--- src/rtl/pdm_cic_pkg.sv ---
package pdm_cic_pkg;

    localparam int CIC_ORDER = 3;
    localparam int OUT_W     = 24;
    localparam int ACC_W     = 1 + CIC_ORDER * 8 + 3;
    localparam int CNT_W     = 8;
    localparam int SH_W      = 5;

    typedef logic signed [ACC_W-1:0] acc_t;
    typedef logic signed [OUT_W-1:0] pcm_t;

    typedef enum logic [2:0] {
        DEC_32  = 3'b000,
        DEC_64  = 3'b001,
        DEC_128 = 3'b010,
        DEC_256 = 3'b011,
        DEC_100 = 3'b100
    } dec_code_e;

    typedef struct packed {
        logic [CNT_W-1:0]        last;
        logic signed [SH_W-1:0]  shift;
    } dec_cfg_t;

    function automatic dec_cfg_t decode_ratio(input logic [2:0] code);
        dec_cfg_t cfg;
        case (code)
            DEC_64:  begin cfg.last = CNT_W'(63);  cfg.shift = SH_W'(5);  end
            DEC_128: begin cfg.last = CNT_W'(127); cfg.shift = SH_W'(2);  end
            DEC_256: begin cfg.last = CNT_W'(255); cfg.shift = -SH_W'(1); end
            DEC_100: begin cfg.last = CNT_W'(99);  cfg.shift = SH_W'(3);  end
            default: begin cfg.last = CNT_W'(31);  cfg.shift = SH_W'(8);  end
        endcase
        return cfg;
    endfunction

endpackage

--- src/rtl/cic_decim_counter.sv ---
module cic_decim_counter #(
    parameter int CNT_W = 8
) (
    input  logic             clk,
    input  logic             rst,
    input  logic             clr,
    input  logic             tick,
    input  logic [CNT_W-1:0] last,
    output logic             wrap
);
    logic [CNT_W-1:0] cnt_q;

    assign wrap = tick && (cnt_q == last);

    always_ff @(posedge clk) begin
        if (rst || clr)      cnt_q <= '0;
        else if (wrap)       cnt_q <= '0;
        else if (tick)       cnt_q <= cnt_q + 1'b1;
    end

    // the window restarts right after its last bit
    a_r2_wrap_restart: assert property (@(posedge clk) disable iff (rst)
        (!clr && tick && cnt_q == last) |=> (cnt_q == '0));
endmodule

--- src/rtl/cic_integ_chain.sv ---
module cic_integ_chain #(
    parameter int ORDER = 3,
    parameter int W     = 28
) (
    input  logic         clk,
    input  logic         rst,
    input  logic         clr,
    input  logic         en,
    input  logic [W-1:0] x_in,
    output logic [W-1:0] sum_out
);
    logic [ORDER:0][W-1:0] link;

    assign link[0] = x_in;

    for (genvar i = 0; i < ORDER; i++) begin : g_stage
        logic [W-1:0] acc_q;
        assign link[i+1] = acc_q + link[i];
        always_ff @(posedge clk) begin
            if (rst || clr)  acc_q <= '0;
            else if (en)     acc_q <= link[i+1];
        end
    end

    assign sum_out = link[ORDER];
endmodule

--- src/rtl/cic_comb_chain.sv ---
module cic_comb_chain #(
    parameter int ORDER = 3,
    parameter int W     = 28
) (
    input  logic         clk,
    input  logic         rst,
    input  logic         clr,
    input  logic         en,
    input  logic [W-1:0] din,
    output logic [W-1:0] dout
);
    logic [ORDER:0][W-1:0] link;

    assign link[0] = din;

    for (genvar i = 0; i < ORDER; i++) begin : g_stage
        logic [W-1:0] dly_q;
        assign link[i+1] = link[i] - dly_q;
        always_ff @(posedge clk) begin
            if (rst || clr)  dly_q <= '0;
            else if (en)     dly_q <= link[i];
        end
    end

    assign dout = link[ORDER];
endmodule

--- src/rtl/pcm_scaler.sv ---
module pcm_scaler
    import pdm_cic_pkg::*;
(
    input  acc_t                   din,
    input  logic signed [SH_W-1:0] shift,
    output pcm_t                   dout
);
    localparam int WIDE_W = ACC_W + 16;
    localparam logic signed [WIDE_W-1:0] POS_MAX = WIDE_W'((64'sd1 <<< (OUT_W - 1)) - 1);
    localparam logic signed [WIDE_W-1:0] NEG_MIN = -WIDE_W'(64'sd1 <<< (OUT_W - 1));

    logic signed [WIDE_W-1:0] ext;
    logic signed [WIDE_W-1:0] wide;
    logic [SH_W-1:0]          amt;

    always_comb begin
        ext = WIDE_W'(din);
        amt = shift[SH_W-1] ? SH_W'(-shift) : SH_W'(shift);
        wide = shift[SH_W-1] ? (ext >>> amt) : (ext <<< amt);
        if (wide > POS_MAX)      dout = pcm_t'(POS_MAX);
        else if (wide < NEG_MIN) dout = pcm_t'(NEG_MIN);
        else                     dout = pcm_t'(wide);
    end
endmodule

--- src/rtl/pdm_cic_decim.sv ---
module pdm_cic_decim
    import pdm_cic_pkg::*;
(
    input  logic        clk,
    input  logic        rst,
    input  logic        enable,
    input  logic [2:0]  ratio_code,
    input  logic        bit_valid,
    input  logic        bit_in,
    output logic        pcm_valid,
    output logic [23:0] pcm_data
);
    dec_cfg_t   cfg;
    logic [2:0] code_q;
    logic       clr;
    logic       tick;
    logic       wrap;
    acc_t       x_val;
    logic [ACC_W-1:0] integ_out;
    logic [ACC_W-1:0] comb_out;
    pcm_t       scaled;

    assign cfg   = decode_ratio(ratio_code);
    assign clr   = !enable || (ratio_code != code_q);
    assign tick  = bit_valid && !clr;
    assign x_val = bit_in ? acc_t'(1) : -acc_t'(1);

    always_ff @(posedge clk) code_q <= ratio_code;

    cic_decim_counter #(.CNT_W(CNT_W)) u_cnt (
        .clk(clk), .rst(rst), .clr(clr), .tick(tick),
        .last(cfg.last), .wrap(wrap)
    );

    cic_integ_chain #(.ORDER(CIC_ORDER), .W(ACC_W)) u_integ (
        .clk(clk), .rst(rst), .clr(clr), .en(tick),
        .x_in(x_val), .sum_out(integ_out)
    );

    cic_comb_chain #(.ORDER(CIC_ORDER), .W(ACC_W)) u_comb (
        .clk(clk), .rst(rst), .clr(clr), .en(wrap),
        .din(integ_out), .dout(comb_out)
    );

    pcm_scaler u_scale (
        .din(acc_t'(comb_out)), .shift(cfg.shift), .dout(scaled)
    );

    always_ff @(posedge clk) begin
        if (rst) begin
            pcm_valid <= 1'b0;
            pcm_data  <= '0;
        end else begin
            pcm_valid <= wrap;
            if (wrap) pcm_data <= scaled;
        end
    end

    // strobe lasts one cycle
    a_r3_single_pulse: assert property (@(posedge clk) disable iff (rst)
        pcm_valid |=> !pcm_valid);
    // strobe follows an accepted bit
    a_r3_after_bit: assert property (@(posedge clk) disable iff (rst)
        pcm_valid |-> $past(bit_valid && enable));
    // sample held between strobes
    a_r6_hold: assert property (@(posedge clk) disable iff (rst)
        !pcm_valid |-> $stable(pcm_data));
    // no strobe after a disabled cycle
    a_r7_quiet: assert property (@(posedge clk) disable iff (rst)
        !enable |=> !pcm_valid);
    // no strobe right after a ratio switch
    a_r8_switch: assert property (@(posedge clk) disable iff (rst)
        (ratio_code != code_q) |=> !pcm_valid);
endmodule

--- config.mk ---
export PLATFORM = sky130hd
export DESIGN_NAME = pdm_cic_decim
export DESIGN_NICKNAME = d
export VERILOG_FILES = /design/src/rtl/pdm_cic_pkg.sv /design/src/rtl/cic_decim_counter.sv /design/src/rtl/cic_integ_chain.sv /design/src/rtl/cic_comb_chain.sv /design/src/rtl/pcm_scaler.sv /design/src/rtl/pdm_cic_decim.sv
export SDC_FILE = /design/constraint.sdc
export NUM_CORES = 1
export LEC_CHECK = 0
export BUFFER_PORTS_ARGS = -buffer_cell sky130_fd_sc_hd__buf_2
export CAP_MARGIN = 10
export CORE_ASPECT_RATIO = 0.8
export CORE_UTILIZATION = 30
export DETAILED_ROUTE_END_ITERATION = 10
export SETUP_SLACK_MARGIN = 0.5
export SYNTH_ARGS = -nofsm -noshare
export SYNTH_HDL_FRONTEND = slang
export SYNTH_SLANG_ARGS = --single-unit
--- constraint.sdc ---
create_clock -name clk -period 15 [get_ports clk]
set_input_delay 1.5 -clock clk [delete_from_list [all_inputs] [get_ports clk]]
set_output_delay 1.5 -clock clk [all_outputs]
set_load 0.05 [all_outputs]
Yosys cells after proc, flatten, opt, wreduce, memory -nomap -nowiden. Index checks and enable logic that the tools add are counted. Widths: inputs -> output; s select.

Output and inout port bits: 25. Memories kept: 0. Latch bits: 0. Memory bits (read-only): 0. Bits in writable memories: 0. Logic and storage cells: 41. Register bits after elaboration: 204.

Div/mod/pow operators: 0. $add $sub $neg: 8. Equality and inequality tests: 6. Multiply operators: 0. $lt $le $gt $ge: 2. Reduce and logical (&&, ||, !) cells: 7. Mux-type cells: 6. Bitwise operators: 0. Shift-type cells: 2.

Operators by type and width (number): $add 28x28->28 (3); $sub 28x28->28 (3); $pmux 13 s4 (1); $mux 24 (2); $gt 44x24->1 const B (1); $lt 44x24->1 const B (1); $mux 44 (1); $sshl 28x5->44 (1); $sshr 28x5->44 (1); $mux 28 (1); $add 8x1->8 const B (1); $eq 8x8->1 (1); $eq 3x2->1 const B (2); $mux 5 (1); $neg 5->5 (1); $eq 3x1->1 const B (1); $eq 3x3->1 const B (1); $ne 3x3->1 (1); $logic_and 1x1->1 (2); $logic_not 1->1 (2); $logic_or 1x1->1 (2); $reduce_or 2->1 (1).

Logic depth before layout (Yosys ltp). Gate-level depths: netlist (run 1).

Word-level depth: 12. Gate-level depth with buffers: 57. Depth with buffers taken out: 55.

By module. A second synthesis (run 1) with hierarchy kept.

Cell total of the unflattened synthesis: 2413. Area total of the unflattened synthesis: 19752.7 µm².

Modules (own cells, without submodules): cic_comb_chain (area an instance 7277.0 µm², cells an instance 919, times used 1); cic_integ_chain (area an instance 7173.1 µm², cells an instance 857, times used 1); pcm_scaler (area an instance 3781.1 µm², cells an instance 484, times used 1); pdm_cic_decim (area an instance 1087.3 µm², cells an instance 104, times used 1); cic_decim_counter (area an instance 434.2 µm², cells an instance 49, times used 1).

Worst setup path before layout (run 1). OpenSTA, ideal clock, no wires.

Path kind: input-to-reg. Start point: input bit_in. End point: register pcm_data[7]. Stages on the path: 54. Path buffers: 1. Data required time: 14.931 ns. Setup slack: 2.919 ns. Data arrival time: 12.012 ns. Cells stage by stage: inv_1 -> ha_1 -> nor2b_1 -> o21ai_0 -> a21boi_0 -> o21ai_0 -> a21boi_0 -> o21ai_0 -> a21oi_1 -> o31ai_1 -> xnor2_1 -> ha_1 -> or3_1 -> a311oi_1 -> nor2_1 -> a21oi_1 -> xnor2_1 -> ha_1 -> (+18 left out) -> a41o_1 -> a21oi_1 -> xnor2_1 -> ha_1 -> nand3_1 -> or3_1 -> a21oi_1 -> nor2_1 -> xnor2_1 -> a21oi_1 -> a211oi_2 -> nand3_1 -> a31oi_1 -> nand4_1 -> o21ai_2 -> nand2b_2 -> buf_2 -> o21ai_1.

RTL lines: start, declared (line pdm_cic_decim.sv:9) `input logic bit_in,`; end signal, assigned (line pdm_cic_decim.sv:55) `if (wrap) pcm_data <= scaled;`; end, declared (line pdm_cic_decim.sv:11) `output logic [23:0] pcm_data`.

==> flow_metrics.env, run 1 <==
export IMPL_hpwl_um=35700
export IMPL_rows=78
export IMPL_rsz0062_at_grt="false"
export IMPL_final_core_util_pct=33.9
export IMPL_synth_seq_cells=204
export IMPL_finalCritPeriodShare_pct=89.0
export IMPL_clk_pin_slew_worst_paths_ps=50
export IMPL_vias_per_cell=5.35
export IMPL_finalHoldViolations=0
export IMPL_postSynthCellCount=2357
export IMPL_cpPeakStageDelay_ps=540
export IMPL_drc=0
export IMPL_gp_congestion=0.930
export IMPL_power_total_uw=2790
export IMPL_drt_iter0_markers=1256
export IMPL_netlist_area_um2=17500
export IMPL_synth_seq_area_share_pct=23.4
export IMPL_numCtsBuffers=27
export IMPL_hp_class="reg2reg"
export IMPL_clock_path_buffers=3
export IMPL_n_fill_cell=5973
export IMPL_synth_ff_type="dfxtp_1"
export IMPL_p_per_area_nw_per_um2=144
export IMPL_async_reset_ff_share_pct=0
export IMPL_synthDominantCellAreaShare_pct=23.4
export IMPL_worst_pin_slew_ps=969
export IMPL_first_pass_iters=6
export IMPL_routedWlPerCell_um=15.5
export IMPL_maxCapViolCount=0
export IMPL_area_growth_pct=10.6
export IMPL_power_leakage_uw=0.00775
export IMPL_grt_pass1_vias=15468
export IMPL_drv_slew=0
export IMPL_cts_tree="done"
export IMPL_ir_worst_vdd_uv=97.7
export IMPL_initial_core_util_pct=30.6
export IMPL_ys_types=86
export IMPL_die_h_um=218
export IMPL_crit_buf_inv=4
export IMPL_crit_arrival_ps=13810
export IMPL_crit_fanout=26
export IMPL_h_tree_depth=1
export IMPL_coreArea_um2=57100
export IMPL_setup_viol=0
export IMPL_synth_area_leader_cell="dfxtp_1"
export IMPL_worst_setup_path_type="in2reg"
export IMPL_antenna_found_initial=1
export IMPL_cts_root_buf="clkbuf_16"
export IMPL_place_inst=3074
export IMPL_start_kind="input pin"
export IMPL_synth_fp_nets=2536
export IMPL_required_ps=15450
export IMPL_critPathSlowestCell="a311oi_1"
export IMPL_grt_pass1_wl_um=79200
export IMPL_ios=33
export IMPL_ctsHoldBuffers=0
export IMPL_grt_util_all_layers_pct=16.0
export IMPL_grt_ovfl_total=0
export IMPL_synth_area_per_cell_um2=7.41
export IMPL_synth_edff_count=0
export IMPL_status="finished, final reports clean"
export IMPL_fin_tns_setup_ps=0
export IMPL_crit_family="compound AO/OA/AOI/OAI gates"
export IMPL_die_w_um=272
export IMPL_ant_nets=0
export IMPL_synth_top_cells_by_area="dfxtp_1 23%, ha_1 12%, o21ai_0 6.2%, nor2_1 5.9%, xnor2_1 5.4%"
export IMPL_max_slew_margin_pct=35.4
export IMPL_grt_max_degree=82
export IMPL_max_freq_mhz=74.9
export IMPL_finalNonFillerCells=3123
export IMPL_drive_gt1_share_pct=5.93
export IMPL_yosys_warnings=0
export IMPL_fin_nets=2522
export IMPL_period_needed_ps=13360
export IMPL_skew_ps=16.1
export IMPL_dpl_cell_area_um2=18400
export IMPL_cts_sinks=204
export IMPL_clk_latency_ps=580
export IMPL_vias=16703
export IMPL_final_area_um2=19300
export IMPL_io_buffers=32
export IMPL_dieArea_um2=59200
export IMPL_end_kind="flip-flop"
export IMPL_routed_wl_um=48400
[flip-flops by register name (all words and copies together), names as in the netlist]
| register | flops |
|---|---|
| u_integ.g_stage.acc_q | 84 |
| u_comb.g_stage.dly_q | 84 |
| pcm_valid | 1 |
| pcm_data | 24 |
| code_q | 3 |
| u_cnt.cnt_q | 8 |
[cell families after synthesis]
family	synth area share (%)
AOI/OAI and AO/OA	27.1
buffers and inverters	5.22
and+or+nand+nor	19.0
xor gates and xnor gates	7.54
muxes	5.19
DFF	23.4
adders and majority gates	12.5
[what timing repair did]
action / 4_1_cts / 5_1_grt
setup endpoints to repair: 0 / 19
resized for setup: 0 / 1
buffers inserted: 0 / 0
[tightest hold or removal path: stages (launching register included)]
cell	delay (ps)
dfxtp_1	300
nand2_1	50
o21ai_1	50
[placed cells by master, fill, tap and decap left out, types with 7 or more instances in the layout]
master / instances
nand2b_1: 24
o21ai_1: 21
buf_4: 21
a21boi_0: 18
xnor2_1: 107
a31oi_1: 28
mux2i_1: 85
and2_1: 9
nand2_1: 243
o21bai_1: 18
nor2b_1: 22
nor4_1: 7
dfxtp_1: 204
a21o_1: 49
nand3_1: 52
o21ai_0: 215
a221oi_1: 8
clkbuf_8: 9
and3_1: 21
inv_1: 141
or3_1: 17
o211ai_1: 25
o22ai_1: 18
a21oi_1: 171
xor2_1: 34
a22o_1: 8
nor2_1: 275
nand4_1: 11
a211o_1: 10
a211oi_1: 38
nor3_1: 46
clkbuf_16: 27
o21a_1: 35
buf_2: 31
o31ai_1: 18
ha_1: 165
[path summary, 6_finish.rpt]
| kind | start | endpoint | slack, ps | depth (start not counted) |
|---|---|---|---|---|
| max | bit_in | pcm_data[21] | 1640 | 56 |
| min | pcm_data[14] | pcm_data[14] | 450 | 2 |
| max reg2reg | u_integ.g_stage[0].acc_q[0] | pcm_data[21] | 2750 | 54 |
| min reg2reg | pcm_data[14] | pcm_data[14] | 450 | 2 |
[cell usage after synthesis, drive strengths merged (21+ instances only)]
cell and n:
nand3 52, nor2 276, ha 165, mux2i 85
and3 21, a21oi 172, buf 24, nand2b 25
a21o 49, clkbuf 72, dfxtp 204, xor2 34
nor2b 23, nor3 46, xnor2 111, inv 142
a31oi 29, a211oi 40, o211ai 25, o21ai 237
nand2 244, o21a 35
[power by group]
part	internal, uW	total [uW]	leakage [uW]	switching [uW]
Combinational	568	1590	0.00566	1020
Clock	392	656	0.000448	264
Sequential	545	546	0.00164	1.50
[stage by stage]
step / setup slack, ps / hold slack (ps)
after floorplan: 2920 / 429
final: 1640 / 447
after global placement: 1540 / 435
after global routing: 519 / 470
after detailed placement: 1010 / 442
after CTS: 1560 / 451
[metal layers]
| layer | global-route usage [%] | vias to the layer above | routed length (um) |
|---|---|---|---|
| li1 | - | 8398 | - |
| met1 | 22.3 | 7883 | 23500 |
| met2 | 25.6 | 363 | 21400 |
| met3 | 2.11 | 59 | 2670 |
| met4 | 4.23 | 0 | 887 |
| met5 | 0 | - | 0 |
[area by class of cell]
type,count,area [um2],share of cell area [%]
Sequential cell,204,4080,21.1
Clock inverter,10,103,0.531
Tap cell,760,951,4.92
Clock buffer,38,807,4.18
Inverter,144,541,2.80
Antenna cell,1,2.50,0.0129
Timing Repair Buffer,53,324,1.68
Multi-Input combinational cell,1913,12500,64.8
No activity file was read; power rests on OpenSTA's default activity.
==> run 2: changes to the inputs <==
PLACE_DENSITY = 0.51   (was default)
==> flow_metrics.env, run 2 (synthesis gave the netlist of run 1 again) <==
export IMPL_status="finished, final reports clean"
export IMPL_ant_nets=0
export IMPL_p_seq_share_pct=19.5
export IMPL_first_pass_iters=5
export IMPL_period_needed_ps=13390
export IMPL_final_core_util_pct=33.8
export IMPL_switching_share_pct=46.5
export IMPL_vias_per_cell=5.34
export IMPL_dieArea_um2=59200
export IMPL_p_switching_uw=1310
export IMPL_final_cell_mix="275 x nor2_1, 243 x nand2_1, 215 x o21ai_0, 204 x dfxtp_1, 171 x a21oi_1"
export IMPL_cts_tree="done"
export IMPL_required_ps=15490
export IMPL_rows=78
export IMPL_start_kind="input pin"
export IMPL_coreArea_um2=57100
export IMPL_min_path_cells=2
export IMPL_reg2reg_depth=53
export IMPL_die_h_um=218
export IMPL_ios=33
export IMPL_drc=0
export IMPL_grt_pass1_vias=15698
export IMPL_die_w_um=272
export IMPL_area_growth_pct=10.4
export IMPL_power_total_uw=2810
export IMPL_worst_setup_path_type="in2reg"
export IMPL_cts_root_buf="clkbuf_16"
export IMPL_final_common_cell="nor2_1"
export IMPL_critPathSlowestCell="xnor2_1"
export IMPL_ir_worst_vdd_uv=74.9
export IMPL_max_slew_margin_pct=19.1
export IMPL_crit_arrival_ps=13880
export IMPL_grt_ovfl_total=0
export IMPL_grt_util_all_layers_pct=16.9
export IMPL_place_inst=3074
export IMPL_clk_latency_ps=570
export IMPL_rsz0062_at_grt="false"
export IMPL_routedWlPerCell_um=16.2
export IMPL_power_leakage_uw=0.00773
export IMPL_maxCapViolCount=0
export IMPL_drive_gt1_share_pct=5.68
export IMPL_setup_viol=0
export IMPL_hpwl_um=37700
export IMPL_worst_pin_slew_ps=1200
export IMPL_drt_iter0_markers=1268
export IMPL_crit_fanout=25
export IMPL_fin_nets=2522
export IMPL_vias=16670
export IMPL_power_share_clock_pct=23.2
export IMPL_largestRegisters="u_comb.g_stage.dly_q (84), u_integ.g_stage.acc_q (84), pcm_data (24)"
export IMPL_cpPeakStageDelay_ps=670
export IMPL_cts_sinks=204
export IMPL_routed_wl_um=50400
export IMPL_clk_pin_slew_worst_paths_ps=60
export IMPL_io_buffers=32
export IMPL_numCtsBuffers=27
export IMPL_pwr_share_comb_pct=57.3
export IMPL_drv_slew=0
export IMPL_finalHoldViolations=0
export IMPL_cts_resized=0
export IMPL_p_int_uw=1500
export IMPL_end_kind="flip-flop"
export IMPL_grt_pass1_wl_um=83000
export IMPL_skew_ps=22.3
export IMPL_num_antenna_cells=0
export IMPL_initial_core_util_pct=30.6
export IMPL_antenna_found_initial=2
export IMPL_grt_max_degree=82
export IMPL_finalNonFillerCells=3121
export IMPL_hp_class="reg2reg"
export IMPL_finalCritPeriodShare_pct=89.2
export IMPL_clock_path_buffers=3
export IMPL_fin_tns_setup_ps=0
export IMPL_p_per_area_nw_per_um2=145
export IMPL_gp_congestion=0.925
export IMPL_post_cts_buffers=0
export IMPL_max_freq_mhz=74.7
export IMPL_h_tree_depth=1
export IMPL_ctsHoldBuffers=0
run 2: cell count changes in the layout (fill, tap and decap cells not counted), sizes merged:
| cell | delta |
|---|---|
| diode | -1 |
| clkinvlp | -1 |
| bufinv | +1 |
| inv | -1 |
run 2: power groups by stage:
stage,registers [uW],clock network [uW],logic (uW)
global route,546,703,1780
CTS,546,680,1590
global placement,558,0,1580
finish,546,652,1610
floorplan,557,0,1170
detailed placement,558,0,1580
run 2: stage by stage:
stage	area (um2)	setup WS [ps]	hold slack (ps)
finish	19300	1610	447
global route	19300	625	471
CTS	19300	1670	450
detailed placement	18400	1180	442
global placement	18400	1570	435
floorplan	17500	2920	429
run 2: cell type report:
| cell class | count | area (um2) |
|---|---|---|
| clock buffers | 38 | 767 |
| clock inverters | 9 | 120 |
| fillers | 6008 | 37800 |
| inverters | 144 | 541 |
| multi-input cells | 1913 | 12500 |
| flip-flops and latches | 204 | 4080 |
| well taps | 760 | 951 |
| repair buffers | 53 | 320 |
run 2: final timing paths:
check	end	slack (ps)	startpoint
worst max-delay path	pcm_data[11]	1610	bit_in
worst min-delay path	pcm_data[6]	450	pcm_data[6]
worst max register to register	pcm_data[11]	2530	u_integ.g_stage[0].acc_q[0]
worst min register to register	pcm_data[6]	450	pcm_data[6]
run 2: metal layers:
metal / part of all wire (%) / GRT usage, % / up-vias / wire, um
met4: 2.0 / 3.90 / 2 / 998
met2: 41 / 25.5 / 359 / 20700
met3: 6.0 / 3.14 / 56 / 3040
met1: 51 / 24.4 / 7848 / 25700
met5: 0.026 / 0 / - / 13
li1: - / - / 8405 / -
run 2: worst max-delay path, delay by kind of cell:
kind                       cells  cell delay (ps)
AOI/OAI and AO/OA             22             5130
and+or+nand+nor               18             3380
buffers and inverters          3              530
xor gates and xnor gates       5             1270
adders and majority gates      6             2070
